**config.mk**
```make
export PLATFORM = sky130hd
export DESIGN_NAME = pscan_seq
export DESIGN_NICKNAME = d
export VERILOG_FILES = /design/src/rtl/pscan_pkg.sv /design/src/rtl/pscan_ctrl.sv /design/src/rtl/pscan_serial.sv /design/src/rtl/pscan_cmp.sv /design/src/rtl/pscan_seq.sv
export SDC_FILE = /design/constraint.sdc
export NUM_CORES = 1
export LEC_CHECK = 0
export ABC_AREA = 0
export CAP_MARGIN = 30
export CELL_PAD_IN_SITES_DETAIL_PLACEMENT = 1
export CELL_PAD_IN_SITES_GLOBAL_PLACEMENT = 2
export CORE_ASPECT_RATIO = 0.9
export CORE_MARGIN = 2
export CORE_UTILIZATION = 30
export DETAILED_ROUTE_END_ITERATION = 10
export DONT_BUFFER_PORTS = 1
export GPL_TIMING_DRIVEN = 0
export MAX_ROUTING_LAYER = met4
export PLACE_DENSITY = 0.71
export SYNTH_ARGS = -nofsm -noshare
export SYNTH_HDL_FRONTEND = slang
export SYNTH_HIERARCHICAL = 1
export SYNTH_SLANG_ARGS = --single-unit
```
**constraint.sdc**
```tcl
create_clock -name clk -period 1.5 [get_ports clk]
set_input_delay 0.075 -clock clk [delete_from_list [all_inputs] [get_ports clk]]
set_output_delay 0.075 -clock clk [all_outputs]
set_load 0.05 [all_outputs]
```
**src/rtl/pscan_pkg.sv**
```systemverilog
package pscan_pkg;

    typedef enum logic [2:0] {
        ST_IDLE,
        ST_TURN1,
        ST_TURN2,
        ST_FLUSH,
        ST_LOAD,
        ST_SHIFT,
        ST_CAPT,
        ST_DONE
    } seq_state_e;

    typedef struct packed {
        logic tc;
        logic sff_ce;
        logic nff_ce;
    } clk_ctl_t;

    // Integrity pattern: 0,0,1,1 repeating
    function automatic logic flush_bit(input int unsigned idx);
        return idx[1];
    endfunction

    function automatic int unsigned sff_clock_total(input int unsigned n_sff,
                                                    input int unsigned n_vec);
        return (n_vec + 2) * n_sff + n_vec + 4;
    endfunction

endpackage

```
**src/rtl/pscan_ctrl.sv**
```systemverilog
module pscan_ctrl
    import pscan_pkg::*;
#(
    parameter int N_SFF = 8,
    parameter int N_VEC = 4,
    parameter int CNT_W = $clog2(N_SFF + 5),
    parameter int WC_W  = $clog2(N_VEC + 2)
) (
    input  logic             clk,
    input  logic             rst,
    input  logic             start,
    input  logic             vec_valid,
    output clk_ctl_t         ctl,
    output logic             vec_ready,
    output logic             load,
    output logic             shift_vec,
    output logic             in_flush,
    output logic [CNT_W-1:0] flush_idx,
    output logic             clear,
    output logic             done
);
    localparam int FLUSH_LEN = N_SFF + 4;
    localparam logic [WC_W-1:0] LAST_WORDS = WC_W'(N_VEC + 1);

    seq_state_e       state;
    logic             tc_q;
    logic             flushed;
    logic [CNT_W-1:0] shift_cnt;
    logic [WC_W-1:0]  word_cnt;

    assign clear = start && (state == ST_IDLE || state == ST_DONE);

    always_ff @(posedge clk) begin
        if (rst) begin
            state     <= ST_IDLE;
            tc_q      <= 1'b0;
            flushed   <= 1'b0;
            shift_cnt <= '0;
            word_cnt  <= '0;
        end else begin
            case (state)
                ST_IDLE, ST_DONE: begin
                    if (start) begin
                        state    <= ST_TURN1;
                        flushed  <= 1'b0;
                        word_cnt <= '0;
                    end
                end
                ST_TURN1: begin
                    tc_q  <= ~tc_q;
                    state <= ST_TURN2;
                end
                ST_TURN2: begin
                    shift_cnt <= '0;
                    if (tc_q)
                        state <= flushed ? ST_LOAD : ST_FLUSH;
                    else
                        state <= (word_cnt == LAST_WORDS) ? ST_DONE : ST_CAPT;
                end
                ST_FLUSH: begin
                    if (shift_cnt == CNT_W'(FLUSH_LEN - 1)) begin
                        shift_cnt <= '0;
                        flushed   <= 1'b1;
                        state     <= ST_LOAD;
                    end else begin
                        shift_cnt <= shift_cnt + 1'b1;
                    end
                end
                ST_LOAD: begin
                    if (vec_valid) begin
                        shift_cnt <= '0;
                        state     <= ST_SHIFT;
                    end
                end
                ST_SHIFT: begin
                    if (shift_cnt == CNT_W'(N_SFF - 1)) begin
                        shift_cnt <= '0;
                        word_cnt  <= word_cnt + 1'b1;
                        state     <= ST_TURN1;
                    end else begin
                        shift_cnt <= shift_cnt + 1'b1;
                    end
                end
                ST_CAPT:  state <= ST_TURN1;
                default:  state <= ST_IDLE;
            endcase
        end
    end

    always_comb begin
        ctl.tc     = tc_q;
        ctl.sff_ce = (state == ST_FLUSH) || (state == ST_SHIFT) || (state == ST_CAPT);
        ctl.nff_ce = (state == ST_CAPT);
    end

    assign vec_ready = (state == ST_LOAD);
    assign load      = vec_ready && vec_valid;
    assign shift_vec = (state == ST_SHIFT);
    assign in_flush  = (state == ST_FLUSH);
    assign flush_idx = shift_cnt;
    assign done      = (state == ST_DONE);

endmodule

```
**src/rtl/pscan_serial.sv**
```systemverilog
module pscan_serial
    import pscan_pkg::*;
#(
    parameter int N_SFF = 8,
    parameter int CNT_W = $clog2(N_SFF + 5)
) (
    input  logic             clk,
    input  logic             rst,
    input  logic             load,
    input  logic             shift_vec,
    input  logic             in_flush,
    input  logic [CNT_W-1:0] flush_idx,
    input  logic [N_SFF-1:0] vec_si,
    input  logic [N_SFF-1:0] vec_exp,
    input  logic [N_SFF-1:0] vec_care,
    output logic             scan_in,
    output logic             exp_bit,
    output logic             care_bit
);
    logic [N_SFF-1:0] si_q, exp_q, care_q;
    logic [CNT_W-1:0] back_idx;

    // Position in the pattern that should be emerging now
    assign back_idx = flush_idx - CNT_W'(N_SFF);

    always_ff @(posedge clk) begin
        if (rst) begin
            si_q   <= '0;
            exp_q  <= '0;
            care_q <= '0;
        end else if (load) begin
            si_q   <= vec_si;
            exp_q  <= vec_exp;
            care_q <= vec_care;
        end else if (shift_vec) begin
            si_q   <= si_q   >> 1;
            exp_q  <= exp_q  >> 1;
            care_q <= care_q >> 1;
        end
    end

    always_comb begin
        if (in_flush) begin
            scan_in  = flush_bit(int'(flush_idx));
            exp_bit  = flush_bit(int'(back_idx));
            care_bit = (flush_idx >= CNT_W'(N_SFF));
        end else begin
            scan_in  = si_q[0];
            exp_bit  = exp_q[0];
            care_bit = care_q[0] && shift_vec;
        end
    end

endmodule

```
**src/rtl/pscan_cmp.sv**
```systemverilog
module pscan_cmp #(
    parameter int MISM_W = 8
) (
    input  logic              clk,
    input  logic              rst,
    input  logic              clear,
    input  logic              shift_en,
    input  logic              exp_bit,
    input  logic              care_bit,
    input  logic              scan_out,
    output logic [MISM_W-1:0] mismatch_cnt
);
    localparam logic [MISM_W-1:0] CNT_MAX = '1;

    logic pend, p_exp, p_got;

    always_ff @(posedge clk) begin
        if (rst || clear) begin
            pend         <= 1'b0;
            p_exp        <= 1'b0;
            p_got        <= 1'b0;
            mismatch_cnt <= '0;
        end else begin
            pend  <= shift_en && care_bit;
            p_exp <= exp_bit;
            p_got <= scan_out;
            if (pend && (p_exp != p_got) && (mismatch_cnt != CNT_MAX))
                mismatch_cnt <= mismatch_cnt + 1'b1;
        end
    end

endmodule

```
**src/rtl/pscan_seq.sv**
```systemverilog
module pscan_seq
    import pscan_pkg::*;
#(
    parameter int N_SFF  = 8,
    parameter int N_VEC  = 4,
    parameter int MISM_W = 8
) (
    input  logic              clk,
    input  logic              rst,
    input  logic              start,
    input  logic              vec_valid,
    output logic              vec_ready,
    input  logic [N_SFF-1:0]  vec_si,
    input  logic [N_SFF-1:0]  vec_exp,
    input  logic [N_SFF-1:0]  vec_care,
    output logic              tc,
    output logic              sff_ce,
    output logic              nff_ce,
    output logic              scan_in,
    input  logic              scan_out,
    output logic              done,
    output logic [MISM_W-1:0] mismatch_cnt
);
    localparam int CNT_W = $clog2(N_SFF + 5);

    clk_ctl_t         ctl;
    logic             load, shift_vec, in_flush, clear;
    logic [CNT_W-1:0] flush_idx;
    logic             exp_bit, care_bit;

    pscan_ctrl #(.N_SFF(N_SFF), .N_VEC(N_VEC), .CNT_W(CNT_W)) u_ctrl (
        .clk(clk), .rst(rst), .start(start), .vec_valid(vec_valid),
        .ctl(ctl), .vec_ready(vec_ready), .load(load), .shift_vec(shift_vec),
        .in_flush(in_flush), .flush_idx(flush_idx), .clear(clear), .done(done)
    );

    pscan_serial #(.N_SFF(N_SFF), .CNT_W(CNT_W)) u_ser (
        .clk(clk), .rst(rst), .load(load), .shift_vec(shift_vec),
        .in_flush(in_flush), .flush_idx(flush_idx),
        .vec_si(vec_si), .vec_exp(vec_exp), .vec_care(vec_care),
        .scan_in(scan_in), .exp_bit(exp_bit), .care_bit(care_bit)
    );

    pscan_cmp #(.MISM_W(MISM_W)) u_cmp (
        .clk(clk), .rst(rst), .clear(clear),
        .shift_en(shift_vec || in_flush), .exp_bit(exp_bit),
        .care_bit(care_bit), .scan_out(scan_out), .mismatch_cnt(mismatch_cnt)
    );

    assign tc     = ctl.tc;
    assign sff_ce = ctl.sff_ce;
    assign nff_ce = ctl.nff_ce;

endmodule

```
* Word-level counts from Yosys, hierarchy flattened
Index checks and enable logic that the tools add are counted.
** Operators by class
- Magnitude comparators :: 1
- Add/sub/neg operators :: 4
- Equality and inequality tests :: 16
- Bitwise operators :: 1
- Reduce and logical (&&, ||, !) cells :: 20
- Muxes and demuxes :: 27
** Operator list (number)
- 8-bit 2-to-1 mux :: 6
- 3-bit 2-to-1 mux :: 8
- 3-bit one-hot mux with 7 select lines :: 1
- 4-bit one-hot mux with 4 select lines :: 1
- 3-bit == test, second input constant :: 5
- 4-bit 2-to-1 mux :: 3
- 8-bit by 1-bit adder with 8-bit output, second input constant :: 1
- 8-bit != test, second input constant :: 1
- 3-bit by 2-bit == test with 1-bit output, second input constant :: 2
- 1-bit logical AND :: 6
- 1-bit 2-to-1 mux :: 6
- 2-bit != test, second input constant :: 3
- 3-bit one-hot mux with 2 select lines :: 1
- 3-bit AND reduction :: 2
- 2-bit nonzero test :: 3
- 4-bit by 1-bit adder with 4-bit output, second input constant :: 1
- 4-bit by 3-bit == test with 1-bit output, second input constant :: 1
- 4-bit == test, second input constant :: 1
- 4-bit greater-or-equal comparator, second input constant :: 1
- 1-bit logical OR :: 4
- 4-bit AND reduction :: 1
- 4-bit nonzero test :: 1
- 3-bit by 1-bit adder with 3-bit output, second input constant :: 1
- 3-bit by 1-bit == test with 1-bit output, second input constant :: 1
- 8 further kinds :: 8
** Storage, ports and cells
- Input bits :: 29
- Flip-flop bits (word level) :: 47
- Output and inout port bits :: 14
- Logic and storage cells :: 81

* Logic depth before layout (Yosys ltp)
- Word-level depth :: 4
- Mapped depth :: 7
- Depth with buffers taken out :: 6

* Cells and area by module
The synthesis kept the hierarchy.
** Modules (own cells, without submodules)
- pscan_serial :: seq. area each 480.5 µm², area each 1157.4 µm², cells each 115, instances 1
- pscan_ctrl :: seq. area each 240.2 µm², area each 763.2 µm², cells each 96, instances 1
- pscan_cmp :: seq. area each 220.2 µm², area each 496.7 µm², cells each 56, instances 1
- pscan_seq :: seq. area each 0.0 µm², area each 6.3 µm², cells each 1, instances 1

* Worst setup path after synthesis
No wires, ideal clock.
- Path type :: register to output
- Start point :: reg u_ctrl.state[2]
- End point :: out scan_in
- Cell stages (with the launch flop) :: 4
- Setup slack :: -297 ps
- Arrival time :: 1722 ps
- Buffers on the path :: 0
- Cell sequence :: dfxtp_1 -> nand2b_2 -> nor2_1 -> o21ai_0
** On the way
- Word-level cells in the longest chain between the ends :: 2
** Ends and longest elaborated chain
- start, declared :: RTL line pscan_ctrl.sv:25 : seq_state_e state;
- start signal, assigned :: RTL line pscan_ctrl.sv:56 : state <= flushed ? ST_LOAD : ST_FLUSH;
- start signal, assigned :: RTL line pscan_ctrl.sv:58 : state <= (word_cnt == LAST_WORDS) ? ST_DONE : ST_CAPT;
- 3-bit by 2-bit == test with 1-bit output :: RTL line pscan_ctrl.sv:99 : assign in_flush = (state == ST_FLUSH);
- named net in_flush :: RTL line pscan_seq.sv:27 : logic load, shift_vec, in_flush, clear;
- 1-bit 2-to-1 mux :: RTL line pscan_serial.sv:43 : if (in_flush) begin
- end, declared :: RTL line pscan_seq.sv:19 : output logic scan_in,
The timed path passes the listed nets, and every way through them passes these cells.

* Worst setup path after layout
- Start point :: reg u_ctrl.state[1]
- End point :: reg u_ctrl.state[0]
** On the way
- Word-level cells in the longest chain between the ends :: 4
- Elaborated cells on any way between the ends :: 15
- Classes of those cells :: eq/ne (11); mux (1); reduce/logical (3)
** Ends and longest elaborated chain
- 3-bit == test or 3-bit logical NOT (tied branches) :: RTL line pscan_ctrl.sv:41 : case (state)
- 2-bit OR reduction :: RTL line pscan_ctrl.sv:41
- 2-bit != test (no line)
- 4-bit AND reduction (no line)
Several ways; a longest one is shown, not always the timed one.
A chain may end at the register's enable or synchronous reset.

==> impl_metrics.env <==
export IMPL_status="complete, but fails checks"
export IMPL_violations="negative setup slack"
export IMPL_start_kind="register"
export IMPL_seqCellArea_sq_um=990
export IMPL_final_max_slew_violation_count=0
export IMPL_synth_edf_count=0
export IMPL_hpwlAfterDp_um=4120
export IMPL_synthFlopType="dfxtp_1"
export IMPL_rsz0062_at_grt="yes"
export IMPL_hold_viol_final=0
export IMPL_p_sw_share_pct=35.1
export IMPL_critPathSlowestCell="or4_1"
export IMPL_seq_area_frac_synth_pct=38.8
export IMPL_syn_avg_cell_area_sq_um=9.04
export IMPL_drc=0
export IMPL_path_buf_inv=1
export IMPL_core_area_sq_um=7950
export IMPL_maxCapViolations=0
export IMPL_wire_per_inst_um=16.2
export IMPL_drt_initial_drc_count=32
export IMPL_cts_buffers=5
export IMPL_cts_tree="built"
export IMPL_clk_pin_slew_ns=0.09
export IMPL_cts_root_buffer_cell="clkbuf_8"
export IMPL_boundaryPins=43
export IMPL_crit_arrival_ns=1.78
export IMPL_vias_per_cell=5.10
export IMPL_tightest_slew_ns=0.598
export IMPL_syn_instance_count=268
export IMPL_grt_pass1_wl_um=10300
export IMPL_synth_area_sq_um=2420
export IMPL_async_reset_ff_share_pct=0
export IMPL_synth_commonest_cells="dfxtp_1 (47), a211oi_1 (23), mux2i_1 (22), nor2b_1 (22), nor2_1 (17)"
export IMPL_clock_skew_ns=0.00619
export IMPL_grt_max_degree=14
export IMPL_clk_latency_ns=0.30
export IMPL_critPathMaxStageDelay_ns=0.47
export IMPL_max_freq_mhz=644
export IMPL_setup_ws_ns=-0.0538
export IMPL_ff2ff_setup_slack_ns=-0.05
export IMPL_worstHoldPathType="in2reg"
export IMPL_n_fill_cell=890
export IMPL_path_cells="nand3b_1, buf_4, o32ai_4, or4_1, a21oi_2"
export IMPL_preCtsSetupSlack_ns=-0.348
export IMPL_place_congestion=0.700
export IMPL_p_sw_mw=1.53
export IMPL_p_int_mw=2.83
export IMPL_power_density_nw_per_um2=1210
export IMPL_synth_area_leaders="dfxtp_1 (39%), mux2i_1 (9.1%), a211oi_1 (7.1%)"
export IMPL_post_route_min_period_ns=1.55
export IMPL_finalWirelength_um=6870
export IMPL_vias=2158
export IMPL_drt_pass1_iter_count=7
export IMPL_setup_viol=1
export IMPL_timing_hold_ws_ns=0.0980
export IMPL_die_area_sq_um=8810
export IMPL_antenna_cells=0
export IMPL_io_buffers=0
export IMPL_fin_nets=357
export IMPL_grt_pass1_vias=2082
export IMPL_dp_cells=367
export IMPL_drive_above_1_share_pct=37.0
export IMPL_synth_largest_area_cell="dfxtp_1"
export IMPL_rows=31
export IMPL_ant_nets=0
export IMPL_clkSinkCount=47
export IMPL_critical_path_class="reg2reg"
export IMPL_synth_most_common_cell="dfxtp_1"
export IMPL_power_frac_comb_pct=42.8
export IMPL_htreeDepth=2
export IMPL_antenna_found_initial=0
export IMPL_required_ns=1.72
export IMPL_die_w_um=98.7
export IMPL_end_kind="register"
export IMPL_p_leak_nw=1.21
export IMPL_crit_family="simple AND/OR/NAND/NOR gates"
export IMPL_clock_power_share_pct=20.8
export IMPL_ys_types=51
export IMPL_ys_warn_count=6
export IMPL_crit_fanout=6
export IMPL_syn_num_nets=301
export IMPL_tns_ns=-0.0538
export IMPL_grtUsageTotal_pct=15.2
export IMPL_fin_crit_sh_pct=104
export IMPL_p_seq_share_pct=36.4
export IMPL_relSlewSlack_pct=60.1
export IMPL_fin_cells=423
export IMPL_yosysTopAreaCellShare_pct=38.8
export IMPL_globalRouteOverflowTotal=0
export IMPL_synth_seq_cells=47
export IMPL_cts_max_path_buffers=2
export IMPL_start_util_pct=30.5
export IMPL_dieHeight_um=89.3
export IMPL_ir_drop_mv=0.476
export IMPL_areaGrowthSynthToFinish_pct=48.4
export IMPL_multi_input_area_sq_um=1640
## tightest hold or removal path: stages
cell	delay (ns)
o21ai_4	0.05
inv_2	0.06
nor2_2	0.05
nand2_1	0.06
o21ai_0	0.06
## what timing repair did
action	4_1_cts	5_1_grt
gates cloned	1	5
endpoints found under the hold margin	29	0
endpoints found under the setup margin	39	39
buffers inserted	7	10
resized for setup	43	70
pin swaps	2	16
hold buffers	27	0
## per-layer routing
metal  vias to the layer above  track usage [%]  wire (um)
met5                         -                -          0
met4                         0             4.23         50
met3                         4             4.30        218
met2                        40             24.5       3490
met1                      1046             18.7       3110
li1                       1068                -          -
## power by group through the flow
| stage | registers, mW | logic [mW] | clock network [mW] |
|---|---|---|---|
| 6_report | 1.59 | 1.86 | 0.907 |
| 5_1_grt | 1.61 | 2.00 | 1.01 |
| 4_1_cts | 1.57 | 1.46 | 0.954 |
| 3_5_place_dp | 1.57 | 1.21 | 0 |
| 3_3_place_gp | 1.57 | 1.19 | 0 |
| 2_1_floorplan | 1.53 | 1.00 | 0 |
## through the flow
stage	util (%)	cell area, sq um	power [mW]
after floorplan	-	2460	2.53
after global placement	32.6	2590	2.75
after detailed placement	32.6	2590	2.78
after CTS	39.7	3160	3.98
after global routing	45.2	3600	4.63
final	45.2	3600	4.36
## path summary, 6_finish.rpt
check                                        start                    end  depth (start not counted)
worst max-delay path               u_ctrl/state[1]        u_ctrl/state[0]                          5
worst min-delay path                         start  u_cmp/mismatch_cnt[1]                          5
worst max register to register     u_ctrl/state[1]        u_ctrl/state[0]                          5
worst min register to register  u_ctrl/word_cnt[1]     u_ctrl/word_cnt[1]                          2
## layout make-up
class / count / share of cell area [%]
tap: 99 / 3.44
clock inverter: 1 / 0.835
clock buffer: 6 / 2.02
timing repair buffer: 50 / 14.6
inverter: 11 / 1.22
multi-input combinational: 194 / 45.5
sequential: 47 / 27.5
buffer: 15 / 4.84
## registers in the layout, summed over array words and instances, names as in the netlist
name	flops
u_ctrl/tc_q	1
u_ctrl/word_cnt	3
u_cmp/mismatch_cnt	8
u_cmp/p_got	1
u_ser/exp_q	8
u_ctrl/state	3
u_cmp/p_exp	1
u_ctrl/flush_idx	4
u_ser/si_q	8
u_ser/care_q	8
u_ctrl/flushed	1
u_cmp/pend	1
## layout by cell type (no fill, tap or decap), drive strengths merged, types with 2 or more instances in the layout
cell type	instances
buf	30
nand2	16
clkbuf	13
or2	2
nor2	17
nor3	5
nand4	2
or3b	3
xor2	5
ha	4
nand3	8
nor2b	22
dfxtp	47
a211oi	24
o21ai	11
a31oi	3
xnor2	2
a311oi	2
dlygate4sd3	27
and3b	3
inv	11
a21o	3
nand2b	5
mux2i	22
nor4	2
nand3b	2
or3	3
a21oi	9
o21a	2
and3	4
o32ai	2
and2	4
## cells by family after synthesis
logic type,share of synthesized area (%)
simple gates,22.8
xor+xnor,2.84
flops,38.8
fa+ha+maj,2.07
compound gates,18.1
mux,9.09
buf+inv,6.30
No activity file was read; power rests on OpenSTA's default activity.
